`config.mk`:
```
export PLATFORM = sky130hd
export DESIGN_NAME = cfg_divider_if
export DESIGN_NICKNAME = d
export VERILOG_FILES = /design/src/rtl/cfg_div_pkg.sv /design/src/rtl/cfg_sync.sv /design/src/rtl/cfg_edge.sv /design/src/rtl/cfg_shift.sv /design/src/rtl/cfg_regs.sv /design/src/rtl/cfg_divider_if.sv
export SDC_FILE = /design/constraint.sdc
export NUM_CORES = 1
export LEC_CHECK = 0
export BUFFER_PORTS_ARGS = -buffer_cell sky130_fd_sc_hd__buf_2
export CORE_ASPECT_RATIO = 0.75
export CORE_MARGIN = 1.5
export CORE_UTILIZATION = 50
export CTS_CLUSTER_DIAMETER = 60
export DETAILED_ROUTE_END_ITERATION = 7
export PLACE_DENSITY = 0.8
export SYNTH_ARGS = -nofsm -noshare
export SYNTH_HDL_FRONTEND = slang
export SYNTH_SLANG_ARGS = --single-unit
```
`constraint.sdc`:
```
create_clock -name clk -period 2 [get_ports clk]
set_clock_uncertainty 0.1 [all_clocks]
set_input_delay 0.4 -clock clk [delete_from_list [all_inputs] [get_ports clk]]
set_output_delay 0.4 -clock clk [all_outputs]
set_load 0.02 [all_outputs]
```
`src/rtl/cfg_div_pkg.sv`:
```
package cfg_div_pkg;
  // Positions of the strobe lines in the synchronised strobe vector
  localparam int SIDX_PAR = 0;
  localparam int SIDX_SCK = 1;
  localparam int SIDX_SLD = 2;
  localparam int NSTROBE  = 3;
endpackage

```
`src/rtl/cfg_sync.sv`:
```
module cfg_sync #(
  parameter int             W       = 1,
  parameter int             STAGES  = 2,
  parameter logic [W-1:0]   RST_VAL = '0
) (
  input  logic         clk,
  input  logic         rst_n,
  input  logic [W-1:0] d,
  output logic [W-1:0] q
);
  logic [W-1:0] stg [STAGES];

  always_ff @(posedge clk or negedge rst_n) begin
    if (!rst_n) begin
      for (int i = 0; i < STAGES; i++) stg[i] <= RST_VAL;
    end else begin
      stg[0] <= d;
      for (int i = 1; i < STAGES; i++) stg[i] <= stg[i-1];
    end
  end

  assign q = stg[STAGES-1];
endmodule

```
`src/rtl/cfg_edge.sv`:
```
module cfg_edge #(
  parameter int           W       = 1,
  parameter logic [W-1:0] RST_VAL = '0
) (
  input  logic         clk,
  input  logic         rst_n,
  input  logic [W-1:0] lvl,
  output logic [W-1:0] rise
);
  logic [W-1:0] prev_q;

  always_ff @(posedge clk or negedge rst_n) begin
    if (!rst_n) prev_q <= RST_VAL;
    else        prev_q <= lvl;
  end

  assign rise = lvl & ~prev_q;
endmodule

```
`src/rtl/cfg_shift.sv`:
```
module cfg_shift #(
  parameter int W = 14
) (
  input  logic         clk,
  input  logic         rst_n,
  input  logic         en,
  input  logic         din,
  output logic [W-1:0] q,
  output logic [W-1:0] q_nxt,
  output logic         sout
);
  logic [W-1:0] sh_q;

  always_comb begin
    q_nxt = sh_q;
    if (en) q_nxt = {sh_q[W-2:0], din};
  end

  always_ff @(posedge clk or negedge rst_n) begin
    if (!rst_n) sh_q <= '0;
    else        sh_q <= q_nxt;
  end

  assign q    = sh_q;
  assign sout = sh_q[W-1];

  assert_shift_in_R4: assert property (@(posedge clk) disable iff (!rst_n)
    en |=> (sh_q[0] == $past(din)));
  assert_shift_idle_R11: assert property (@(posedge clk) disable iff (!rst_n)
    !en |=> $stable(sh_q));
endmodule

```
`src/rtl/cfg_regs.sv`:
```
module cfg_regs #(
  parameter int           W        = 14,
  parameter logic [W-1:0] RST_WORD = '1
) (
  input  logic         clk,
  input  logic         rst_n,
  input  logic         par_low,
  input  logic [W-1:0] par_word,
  input  logic         ser_upd,
  input  logic [W-1:0] ser_word,
  output logic [W-1:0] word_q
);
  logic [W-1:0] word_nxt;

  always_comb begin
    word_nxt = word_q;
    if (par_low)      word_nxt = par_word;
    else if (ser_upd) word_nxt = ser_word;
  end

  always_ff @(posedge clk or negedge rst_n) begin
    if (!rst_n) word_q <= RST_WORD;
    else        word_q <= word_nxt;
  end

  assert_par_follow_R2: assert property (@(posedge clk) disable iff (!rst_n)
    par_low |=> (word_q == $past(par_word)));
  assert_hold_R7: assert property (@(posedge clk) disable iff (!rst_n)
    (!par_low && !ser_upd) |=> $stable(word_q));
  assert_ser_xfer_R6: assert property (@(posedge clk) disable iff (!rst_n)
    (!par_low && ser_upd) |=> (word_q == $past(ser_word)));
endmodule

```
`src/rtl/cfg_divider_if.sv`:
```
module cfg_divider_if
  import cfg_div_pkg::*;
#(
  parameter int M_W         = 9,
  parameter int N_W         = 2,
  parameter int T_W         = 3,
  parameter int SYNC_STAGES = 2
) (
  input  logic           clk,
  input  logic           rst_n,
  input  logic           par_load_n,
  input  logic [M_W-1:0] par_m,
  input  logic [N_W-1:0] par_n,
  input  logic           ser_clk,
  input  logic           ser_data,
  input  logic           ser_load,
  output logic [M_W-1:0] m_div,
  output logic [N_W-1:0] n_code,
  output logic [T_W-1:0] test_sel,
  output logic           shift_out
);
  localparam int PIN_W   = M_W + N_W;
  localparam int FRAME_W = PIN_W + T_W;
  localparam int BUS_W   = NSTROBE + 1 + PIN_W;
  localparam logic [NSTROBE-1:0] STRB_RST = NSTROBE'(1 << SIDX_PAR);
  localparam logic [BUS_W-1:0]   BUS_RST  = {STRB_RST, 1'b0, {PIN_W{1'b1}}};
  localparam logic [FRAME_W-1:0] WORD_RST = {{T_W{1'b0}}, {PIN_W{1'b1}}};

  // Reset: asynchronous assertion, synchronous release
  logic [1:0] rst_pipe;
  logic       rst_n_s;

  always_ff @(posedge clk or negedge rst_n) begin
    if (!rst_n) rst_pipe <= '0;
    else        rst_pipe <= {rst_pipe[0], 1'b1};
  end
  assign rst_n_s = rst_pipe[1];

  // Bring every pin into the clk domain with equal latency
  logic [BUS_W-1:0]   bus_raw, bus_s;
  logic [NSTROBE-1:0] strb_raw, strb_s;
  logic               data_s;
  logic [PIN_W-1:0]   pins_s;

  always_comb begin
    strb_raw           = '0;
    strb_raw[SIDX_PAR] = par_load_n;
    strb_raw[SIDX_SCK] = ser_clk;
    strb_raw[SIDX_SLD] = ser_load;
  end

  assign bus_raw = {strb_raw, ser_data, par_n, par_m};

  cfg_sync #(.W(BUS_W), .STAGES(SYNC_STAGES), .RST_VAL(BUS_RST)) i_sync (
    .clk(clk), .rst_n(rst_n_s), .d(bus_raw), .q(bus_s)
  );

  assign strb_s = bus_s[BUS_W-1 -: NSTROBE];
  assign data_s = bus_s[PIN_W];
  assign pins_s = bus_s[PIN_W-1:0];

  // Rising edges of serial clock (bit 0) and serial load (bit 1)
  logic [1:0] ser_rise;

  cfg_edge #(.W(2), .RST_VAL(2'b00)) i_edge (
    .clk(clk), .rst_n(rst_n_s),
    .lvl({strb_s[SIDX_SLD], strb_s[SIDX_SCK]}),
    .rise(ser_rise)
  );

  logic par_low, clk_rise, load_rise, shift_en, ser_upd;

  assign par_low   = ~strb_s[SIDX_PAR];
  assign clk_rise  = ser_rise[0];
  assign load_rise = ser_rise[1];
  assign shift_en  = ~par_low & clk_rise;
  // Transfer on load rise, or follow every shift while load is high
  assign ser_upd   = load_rise | (strb_s[SIDX_SLD] & clk_rise);

  logic [FRAME_W-1:0] sh_q, sh_nxt, word_q;

  cfg_shift #(.W(FRAME_W)) i_shift (
    .clk(clk), .rst_n(rst_n_s), .en(shift_en), .din(data_s),
    .q(sh_q), .q_nxt(sh_nxt), .sout(shift_out)
  );

  cfg_regs #(.W(FRAME_W), .RST_WORD(WORD_RST)) i_regs (
    .clk(clk), .rst_n(rst_n_s),
    .par_low(par_low), .par_word({{T_W{1'b0}}, pins_s}),
    .ser_upd(ser_upd), .ser_word(sh_nxt),
    .word_q(word_q)
  );

  assign test_sel = word_q[FRAME_W-1 -: T_W];
  assign n_code   = word_q[PIN_W-1 -: N_W];
  assign m_div    = word_q[M_W-1:0];

  assert_par_test_zero_R2: assert property (@(posedge clk) disable iff (!rst_n_s)
    par_low |=> (test_sel == '0));
  assert_out_is_msb_R4: assert property (@(posedge clk) disable iff (!rst_n_s)
    shift_en |=> (shift_out == $past(sh_q[FRAME_W-2])));
endmodule

```
# Word-level counts from Yosys, hierarchy flattened

Index checks and enable logic that the tools add are counted.

Equality and inequality tests: 1
Mux-type cells: 3
Bitwise gates (word level): 5

Operator list:

| operator                             | count |
|---|---|
| 14-bit two-way mux                   | 3 |
| 1-bit bitwise AND                    | 2 |
| 2-bit bitwise AND                    | 1 |
| 2-bit != test, second input constant | 1 |
| 2-bit NOT                            | 1 |
| 1-bit bitwise OR                     | 1 |

Register bits: 62
Bits of input ports: 17
Word-level logic and storage cells: 15

# Longest topological paths before layout

Gate-level depths: netlist of the first run.

Depth after elaboration: 6
Mapped depth: 5
Mapped depth without buffers: 3

# Modules after synthesis

A second synthesis of the first run with hierarchy kept.

Cell total of the unflattened synthesis: 147
Area, all modules: 2245.9 µm²

Modules (own cells, without submodules):

| module         | instances | cells each | area an instance (µm²) |
|---|---|---|---|
| cfg_sync       | 1         | 45         | 893.4 |
| cfg_regs       | 1         | 61         | 673.1 |
| cfg_shift      | 1         | 30         | 526.8 |
| cfg_edge       | 1         | 4          | 77.6 |
| cfg_divider_if | 1         | 7          | 75.1 |

# Least setup slack after synthesis of the first run

OpenSTA, ideal clock, no wires.

Kind: register -> register
Start: register i_sync.stg (netlist bit i_sync.q[12])
End: register i_shift.sh_q[0], in the netlist i_shift.q[0]
Arrival: 1.208 ns
Setup slack: 0.567 ns
Stages on the path, launching flop included: 5
Path buffers: 2
Path through: dfstp_2 > buf_6 > nand3b_4 > buf_6 > mux2_4

Longest elaborated chain between the ends: 2

RTL lines:

| element                      | RTL line             | source |
|---|---|---|
| start: declaration           | cfg_sync.sv:11       | `logic [W-1:0] stg [STAGES];` |
| 1-bit bitwise AND            | cfg_divider_if.sv:76 | `assign shift_en = ~par_low & clk_rise;` |
| 14-bit two-way mux           | cfg_shift.sv:16      | `if (en) q_nxt = {sh_q[W-2:0], din};` |
| named net i_regs.ser_word[0] | cfg_regs.sv:10       | `input logic [W-1:0] ser_word,` |
| end signal: assignment       | cfg_shift.sv:21      | `else sh_q <= q_nxt;` |
| end: declaration             | cfg_shift.sv:12      | `logic [W-1:0] sh_q;` |

The timed path passes the listed nets, and every way through them passes these cells.
A chain may end at the register's enable or synchronous reset.

# Worst setup path after layout of the first run

Start: register i_sync.stg (netlist bit i_sync.q[12])
End: register i_regs.word_q[7]

Longest elaborated chain between the ends: 4

RTL lines:

| element                | RTL line             | source |
|---|---|---|
| 1-bit bitwise AND      | cfg_divider_if.sv:76 |  |
| 14-bit two-way mux     | cfg_shift.sv:16      |  |
| 14-bit two-way mux     | cfg_regs.sv:18       | `else if (ser_upd) word_nxt = ser_word;` |
| 14-bit two-way mux     | cfg_regs.sv:17       | `if (par_low) word_nxt = par_word;` |
| end signal: assignment | cfg_regs.sv:23       | `else word_q <= word_nxt;` |
| end: declaration       | cfg_regs.sv:11       | `output logic [W-1:0] word_q` |

Parallel ways exist; a longest one is shown, timed or not. The select of a mux whose other input is x is not followed.

==> flow_summary.toml, run 1 <==
[setup_path]
worst_setup_path_start_kind = "flop"
worst_r2r_startpoint = "i_sync.q[12]"
regToRegEndpoint = "i_regs.word_q[7]"
worstPathArrival_ps = 1890
path_class = "reg -> reg"
critical_path_endpoint_category = "flop"
reg2reg_path_depth = 4
crit_required_ps = 2150
max_fo_critical_path = 15
timing.reg2reg.setup_slack_ps = 270

[synthesis]
synthesis.yosys.warnings = 0
netlist_area_sq_um = 2310
ys_types = 23
avgSynthCellArea_sq_um = 15.5
netlist_top_cells_area = "sky130_fd_sc_hd__dfstp_2, sky130_fd_sc_hd__dfrtp_1, sky130_fd_sc_hd__mux2_2"
flip_flop_and_latch_count_after_synthesis = 62
synth_fp_nets = 166
postSynthCellCount = 149
synth_sequential_area_ratio_pct = 69.0
yosys.area.top_type_share_pct = 39.8
synth_largest_area_cell = "sky130_fd_sc_hd__dfstp_2"

[floorplanning]
floorplan.initialDensity_pct = 52.0
core.rowCount = 21
design.core.area_sq_um = 4440
die_w_microns = 81.5
die-height_microns = 61.9
design.die.area_sq_um = 5040
ios = 32

[timing]
timing.final.setup_violations = 0
final.period_utilization_pct = 86.6
fin_crit_ps = 1730
maxSlewViolCount = 0
hold_viol = 0
max_freq_mhz = 577
fin_setup_tns_ps = 0
grt_setup_unrepaired = "no"

[detailed_routing]
first_pass_detailed_route_iteration_total = 4
avg_vias_per_cell = 5.54
first_iter_violations = 53
drc = 0
finalWirelength_microns = 4180
routed-via-count = 1390
post_drt_wl_per_cell_microns = 16.7
ant_nets = 0

[cts]
post_cts.repair.setup_buffers = 0
post_cts_resized = 0
clkSlewWorstSetupHoldPaths_ps = 60
cts_inserted_buffers = 9
clock_path_buffers = 2
htreeDepth = 3
worst_skew_pair.late_latency_ps = 330
tritoncts = "done"
clockRootBuffer = "sky130_fd_sc_hd__clkbuf_8"
tritoncts_num_sinks = 62

[pwr]
irDropWorstVdd_v = 0.000590
p_total_mw = 3.14
cellPowerDensity_nw_per_um2 = 1140
cellLeakagePower_nw = 1.26

[grt]
grt_overflow_total = 0
grt_util_all_layers_pct = 18.9
grt_start_max_net_pins = 53
global_route_wire_length_before_repair_microns = 6530
grt_antenna_before_repair = 0
via_count_of_the_first_global_routing_pass = 1424

[hold_path]
timing.hold.worst.class = "reg -> async"

[finish]
antenna_cells = 0
final_area_sq_um = 2750
num-nets-final = 206
ratio_of_cells_with_drive_above_1_in_the_final_layout_pct = 57.7
synthToLayoutAreaGrowth_pct = 19.0
utilization_after_layout_pct = 61.9

[run]
drv.max_cap_violation_count = 0

[place]
buffer_ports.inserted = 31
placedInstanceArea_sq_um = 2530
place.gp.congestion = 0.934
hpwlAfterDp_microns = 2630

[status]
run_status = "finished clean"
[metal layers]
layer,part of all wire (%),track usage [%],vias up
met5,0,0,-
met4,1.8,12.1,0
met3,5.6,8.91,13
met2,47,28.3,40
met1,45,22.4,706
li1,-,-,631
[worst max path at each step]
stage	from	end	slack, ps	cells past startpoint
detailed placement	i_sync.q[12]	i_regs.word_q[2]	270	4
global placement	i_sync.q[12]	i_regs.word_q[0]	330	4
CTS	i_sync.q[12]	i_regs.word_q[7]	260	4
finish	i_sync.q[12]	i_regs.word_q[7]	270	4
global route	i_sync.q[12]	i_regs.word_q[6]	170	4
floorplan	rst_pipe[1]	i_edge.prev_q[0]	110	0
[registers in the layout, summed over array words and instances, names as in the netlist]
signal         flops
i_edge.prev_q      2
i_sync.q          15
i_regs.word_q     14
rst_pipe           2
i_sync.stg        15
i_shift.q         14
[cell families (layout without fill, tap and decap cells)]
kind of cell,after synthesis,count (layout),share of synthesized area [%]
muxes,25,25,13.8
DFF,62,62,69.0
and+or+nand+nor,13,13,4.55
buffers and inverters,8,53,2.22
AOI/OAI and AO/OA,40,40,10.2
other,1,1,0.162
[cells in the mapped netlist, drive strengths merged]
library cell  count
nand4bb           1
conb              1
o21ai             1
nand2             4
dfrtp            27
a31oi             3
inv               1
buf               5
and2              1
dfstp            35
nand3b            2
o22ai            24
nand2b            1
mux2             25
a21boi            1
clkbuf            2
and3b             3
nand4b            1
a21oi            11
[critical path, cell delays in order (launching register included)]
cell                      delay (ps)
sky130_fd_sc_hd__dfstp_2         750
sky130_fd_sc_hd__buf_4           220
sky130_fd_sc_hd__mux2_2          360
sky130_fd_sc_hd__o22ai_1         160
sky130_fd_sc_hd__a21oi_1          70
[where the power goes]
part	internal [mW]	leakage, nW	switching (mW)
Sequential	1.45	0.708	0.139
Combinational	0.221	0.440	0.181
Clock	0.696	0.107	0.449
[layout make-up]
| class | instances | area, sq um |
|---|---|---|
| clock inverters | 5 | 75.1 |
| repair buffers | 36 | 208 |
| flip-flops and latches | 62 | 1600 |
| clock buffers | 11 | 131 |
| multi-input cells | 79 | 664 |
| well taps | 57 | 71.3 |
| fillers | 341 | 1690 |
| inverters | 1 | 3.75 |
[stage by stage]
step / worst slack [ps] / hold slack (ps) / std cells
floorplan: 107 / 4.41 / 149
global placement: 332 / 9.62 / 234
detailed placement: 274 / 16.0 / 234
CTS: 258 / 23.9 / 251
global route: 167 / 37.1 / 251
finish: 268 / 14.8 / 251
[placed cells by master (no fill, tap or decap)]
master | synthesis | routed
sky130_fd_sc_hd__dfstp_2 | 35 | 35
sky130_fd_sc_hd__o21ai_0 | 1 | 1
sky130_fd_sc_hd__clkbuf_1 | 2 | 2
sky130_fd_sc_hd__inv_1 | 1 | 1
sky130_fd_sc_hd__o22ai_1 | 24 | 24
sky130_fd_sc_hd__clkbuf_8 | 0 | 9
sky130_fd_sc_hd__nand2b_1 | 1 | 1
sky130_fd_sc_hd__nand3b_2 | 1 | 1
sky130_fd_sc_hd__a31oi_1 | 3 | 3
sky130_fd_sc_hd__a21oi_1 | 11 | 11
sky130_fd_sc_hd__dfrtp_1 | 27 | 26
sky130_fd_sc_hd__buf_4 | 1 | 3
sky130_fd_sc_hd__nand4b_1 | 1 | 1
sky130_fd_sc_hd__nand2_1 | 4 | 4
sky130_fd_sc_hd__and2_1 | 1 | 1
sky130_fd_sc_hd__nand3b_4 | 1 | 1
sky130_fd_sc_hd__dfrtp_2 | 0 | 1
sky130_fd_sc_hd__buf_2 | 2 | 31
sky130_fd_sc_hd__mux2_2 | 15 | 15
sky130_fd_sc_hd__nand4bb_1 | 1 | 1
sky130_fd_sc_hd__mux2_4 | 10 | 10
sky130_fd_sc_hd__and3b_1 | 3 | 3
sky130_fd_sc_hd__dlygate4sd3_1 | 0 | 1
sky130_fd_sc_hd__clkinv_2 | 0 | 3
sky130_fd_sc_hd__a21boi_0 | 1 | 1
sky130_fd_sc_hd__conb_1 | 1 | 1
sky130_fd_sc_hd__bufinv_16 | 0 | 2
sky130_fd_sc_hd__buf_12 | 0 | 1
[timing repair]
action	4_1_cts	5_1_grt
endpoints found under the setup margin	0	0
hold buffers	1	0
hold endpoints to repair	2	0
Note: power is estimated with default switching activity, not from simulation.
==> inputs of run 2 (changes only) <==
CELL_PAD_IN_SITES_DETAIL_PLACEMENT = 1   (was unset)
CELL_PAD_IN_SITES_GLOBAL_PLACEMENT = 1   (was unset)
CORE_UTILIZATION = 42   (was 50)
==> run 2 against run 1 <==
  * Final area is 0.86% lower
  * Clock-buffer cell count unchanged
  * Hold slack better by 7.3 ps
  * Global-route usage is 1.0 points lower
  * Power shrank 6.7%
  * Fmax is 5.1% lower
  * Sequential cell count is the same
  * Critical endpoint is now i_regs.word_q[9]
==> flow_summary.toml, run 2 (synthesized netlist as in run 1, its figures left out) <==
[cts]
tritoncts_num_sinks = 62
post_cts_resized = 0
cts_inserted_buffers = 9
post_cts.repair.setup_buffers = 0
clockRootBuffer = "sky130_fd_sc_hd__clkbuf_8"
worst_skew_pair.late_latency_ps = 340
tritoncts = "done"
clkSlewWorstSetupHoldPaths_ps = 70
cts.hold.buffers_added = 1
clock_path_buffers = 2
htreeDepth = 3

[pwr]
irDropWorstVdd_v = 0.000491
cellLeakagePower_nw = 1.22
p_total_mw = 2.93
cellPowerDensity_nw_per_um2 = 1070

[setup_path]
max_fo_critical_path = 20
reg2reg_path_depth = 3
worst_path_dominant_cell_family = "flip-flops"
worst_r2r_startpoint = "i_sync.q[12]"
worstPathCellList = "and2_1 > o22ai_1 > a21oi_1"
path_class = "reg -> reg"
timing.reg2reg.setup_slack_ps = 170
critPathSlowestCell = "sky130_fd_sc_hd__dfstp_2"
buffers_inverters_on_critical_path = 0
worstPathArrival_ps = 1980
regToRegEndpoint = "i_regs.word_q[9]"
critical_path_endpoint_category = "flop"
cpPeakStageDelay_ps = 840
crit_required_ps = 2150
worst_setup_path_start_kind = "flop"

[detailed_routing]
post_drt_wl_per_cell_microns = 17.2
ant_nets = 0
drc = 0
first_iter_violations = 38
finalWirelength_microns = 4620
avg_vias_per_cell = 5.25
first_pass_detailed_route_iteration_total = 4
routed-via-count = 1407

[grt]
grt_overflow_total = 0
grt_antenna_before_repair = 0
grt_start_max_net_pins = 53
global_route_wire_length_before_repair_microns = 7620
grt_util_all_layers_pct = 17.9
via_count_of_the_first_global_routing_pass = 1512

[finish]
mostFrequentLayoutCell = "sky130_fd_sc_hd__dfstp_2"
mostFrequentLayoutCells = "sky130_fd_sc_hd__dfstp_2, sky130_fd_sc_hd__buf_2, sky130_fd_sc_hd__dfrtp_1"
synthToLayoutAreaGrowth_pct = 18.0
antenna_cells = 0
num-nets-final = 205
fillCellCount = 549
ratio_of_cells_with_drive_above_1_in_the_final_layout_pct = 57.5
instances_no_fill = 268

[timing]
timing.final.setup_violations = 0
holdWs_ps = 22.1
hold_viol = 0
maxSlewViolCount = 0
final.period_utilization_pct = 91.3
fin_crit_ps = 1830
fin_setup_tns_ps = 0
max_freq_mhz = 548
grt_setup_unrepaired = "no"

[floorplanning]
design.die.area_sq_um = 5960
core.rowCount = 23
die_w_microns = 88.7
die-height_microns = 67.2
ios = 32
design.core.area_sq_um = 5320
floorplan.initialDensity_pct = 43.4

[hold_path]
timing.hold.worst.class = "reg -> async"

[place]
place.gp.congestion = 0.721
hpwlAfterDp_microns = 3020
placed_cells = 251
buffer_ports.inserted = 31

[run]
drv.max_cap_violation_count = 0

[status]
run_status = "finished clean"
## run 2: changes by cell type in the layout (fill, tap and decap cells not counted), sizes merged
| cell | change |
|---|---|
| clkinvlp | +3 |
| clkinv | -1 |
| bufinv | -2 |
| buf | -1 |
## run 2: report_power, final
part / switching (mW) / leakage (nW) / internal, mW
clock: 0.475 / 0.0755 / 0.449
sequential: 0.146 / 0.708 / 1.45
combinational: 0.187 / 0.436 / 0.220
## run 2: how the worst max path moves through the flow
stage | startpoint | endpoint | slack (ps) | cells after the start
detailed placement | i_sync.q[12] | i_regs.word_q[9] | 190 | 3
finish | i_sync.q[12] | i_regs.word_q[9] | 170 | 3
CTS | i_sync.q[12] | i_regs.word_q[9] | 170 | 3
floorplan | rst_pipe[1] | i_edge.prev_q[0] | 110 | 0
global placement | i_sync.q[12] | i_regs.word_q[7] | 290 | 3
global route | i_sync.q[12] | i_regs.word_q[0] | 50 | 3
## run 2: area by class of cell
type                       instances  area, sq um  area share, %
timing repair buffer              35          200           7.34
sequential                        62         1600           58.6
multi-input combinational         79          664           24.4
tap                               75         93.8           3.44
inverter                           1         3.75          0.138
clock inverter                     5         36.3           1.33
clock buffer                      11          131           4.82
## run 2: through the flow
stage	setup slack, ps	cell area (sq um)	utilization [%]
detailed placement	190	2550	47.9
finish	175	2730	51.2
floorplan	107	2310	-
CTS	166	2730	51.2
global route	52.8	2730	51.2
global placement	291	2550	47.9
## run 2: metal layers
metal  vias to the layer above  GRT usage (%)  part of all wire [%]
met5                         -              0                     0
met2                        39           29.7                    50
met1                       736           21.3                    43
li1                        625              -                     -
met4                         0           4.69                   1.2
met3                         7           8.19                   5.6
==> inputs of run 3 (changes only) <==
CORE_MARGIN = unset   (was 1.5)
SLEW_MARGIN = 20   (was unset)
==> run 3 against run 2 <==
  * Power is 9.0% higher
  * Combinational power barely moved
  * Sequential cell count stayed put
  * Largest power group unchanged
  * Critical endpoint is now i_shift.q[2]
==> flow_summary.toml, run 3 (synthesized netlist as in run 1, its figures left out) <==
[finish]
mostFrequentLayoutCell = "sky130_fd_sc_hd__dfstp_2"
fillCellCount = 514
final_area_sq_um = 2770
synthToLayoutAreaGrowth_pct = 19.9
ratio_of_cells_with_drive_above_1_in_the_final_layout_pct = 58.0
num-nets-final = 205
mostFrequentLayoutCells = "sky130_fd_sc_hd__dfstp_2, sky130_fd_sc_hd__buf_2, sky130_fd_sc_hd__dfrtp_1"
area.sequential_sq_um = 1600
antenna_cells = 0
multi_input_area_sq_um = 666

[setup_path]
crit_required_ps = 2120
max_fo_critical_path = 20
path_class = "reg -> reg"
worstPathCellList = "nand3b_4 > mux2_4"
worstPathArrival_ps = 1860
critical_path_endpoint_category = "flop"
timing.reg2reg.setup_slack_ps = 260
cpPeakStageDelay_ps = 840
worst_setup_path_start_kind = "flop"
critPathSlowestCell = "sky130_fd_sc_hd__dfstp_2"

[timing]
timing.final.setup_violations = 0
fin_setup_tns_ps = 0
hold_viol = 0
max_freq_mhz = 574
final.period_utilization_pct = 87.1
grt_setup_unrepaired = "no"
fin_crit_ps = 1740
maxSlewViolCount = 0

[grt]
via_count_of_the_first_global_routing_pass = 1509
grt_overflow_total = 0
globalRouteMet2Util_pct = 27.9
globalRouteMet1Util_pct = 23.6
grt_antenna_before_repair = 0
global_route_wire_length_before_repair_microns = 7670
top_usage_layer = "met2"
groute.layer.met3.usage_pct = 8.74
grt_start_max_net_pins = 54
grt_util_all_layers_pct = 18.7

[cts]
clock_path_buffers = 2
clockRootBuffer = "sky130_fd_sc_hd__clkbuf_8"
htreeDepth = 3
tritoncts = "done"
tritoncts_num_sinks = 62
cts_inserted_buffers = 9
worst_skew_pair.late_latency_ps = 340
clkSlewWorstSetupHoldPaths_ps = 60

[detailed_routing]
first_pass_detailed_route_iteration_total = 4
routed-via-count = 1378
first_iter_violations = 79
drc = 0
finalWirelength_microns = 4460
ant_nets = 0
post_drt_wl_per_cell_microns = 16.8
avg_vias_per_cell = 5.20

[pwr]
p_total_mw = 3.19
cellPowerDensity_nw_per_um2 = 1150
cellLeakagePower_nw = 1.26
irDropWorstVdd_v = 0.000499

[place]
placedInstanceArea_sq_um = 2540
buffer_ports.inserted = 31
place.gp.congestion = 0.736
hpwlAfterDp_microns = 2760

[status]
run_status = "finished clean"

[floorplanning]
design.die.area_sq_um = 5810
die_w_microns = 87.7
design.core.area_sq_um = 5090
ios = 32
die-height_microns = 66.2
core.rowCount = 22
floorplan.initialDensity_pct = 45.4

[hold_path]
timing.hold.worst.class = "reg -> async"

[run]
drv.max_cap_violation_count = 0
==> run 3: cell types whose count changed in the layout (fill, tap and decap cells not counted), sizes merged <==
cell,previous run,this run
bufinv,0,2
clkbuf,11,12
clkinvlp,3,0
==> run 3: path summary, 6_finish.rpt <==
path | from | to | cells past startpoint
hold / removal | rst_pipe[1] | i_sync.stg[26] | 0
setup reg to reg | i_sync.q[12] | i_shift.q[2] | 2
setup / recovery | i_sync.q[12] | i_shift.q[2] | 2
min in group clk | par_m[2] | i_sync.stg[17] | 1
max in group asynchronous | rst_pipe[1] | i_sync.q[9] | 1
hold reg to reg | rst_pipe[1] | i_sync.stg[26] | 0
==> run 3: worst max-delay path: cells and delay by family, from the launching register on <==
family,cells,cell delay [ps]
multiplexers,1,380
flip-flops,1,840
AND/OR/NAND/NOR,1,300
==> run 3: metal layers <==
layer	vias up	wire length (microns)
met5	-	0
met4	0	68
met3	12	231
met2	33	2110
met1	705	2050
li1	628	-
==> run 3: where the power goes <==
| group | internal [mW] | leakage [nW] | switching, mW |
|---|---|---|---|
| combinational | 0.220 | 0.436 | 0.189 |
| clock | 0.732 | 0.110 | 0.455 |
| sequential | 1.45 | 0.708 | 0.142 |
==> run 3: metrics by stage <==
step / instances / hold slack (ps) / setup WS [ps] / utilization [%]
4_1_cts: 265 / 16.1 / 133 / 54.4
6_report: 265 / 7.22 / 259 / 54.4
3_5_place_dp: 248 / 7.08 / 160 / 50.0
5_1_grt: 265 / 20.1 / 147 / 54.4
3_3_place_gp: 248 / 3.36 / 308 / 50.0
2_1_floorplan: 149 / 4.41 / 107 / -
==> run 3: final cells by class <==
| type | instances | area share, % |
|---|---|---|
| sequential | 62 | 57.6 |
| clock buffer | 12 | 5.24 |
| multi-input combinational | 79 | 24.0 |
| timing repair buffer | 35 | 7.22 |
| clock inverter | 4 | 2.53 |
| inverter | 1 | 0.135 |
| tap | 72 | 3.25 |
==> run 3: what timing repair did <==
action / in CTS / in global routing
endpoints found under the hold margin: 2 / 0
setup endpoints to repair: 0 / 1
hold buffers: 1 / 0
resized for setup: 0 / 1
setup buffers: 0 / 0
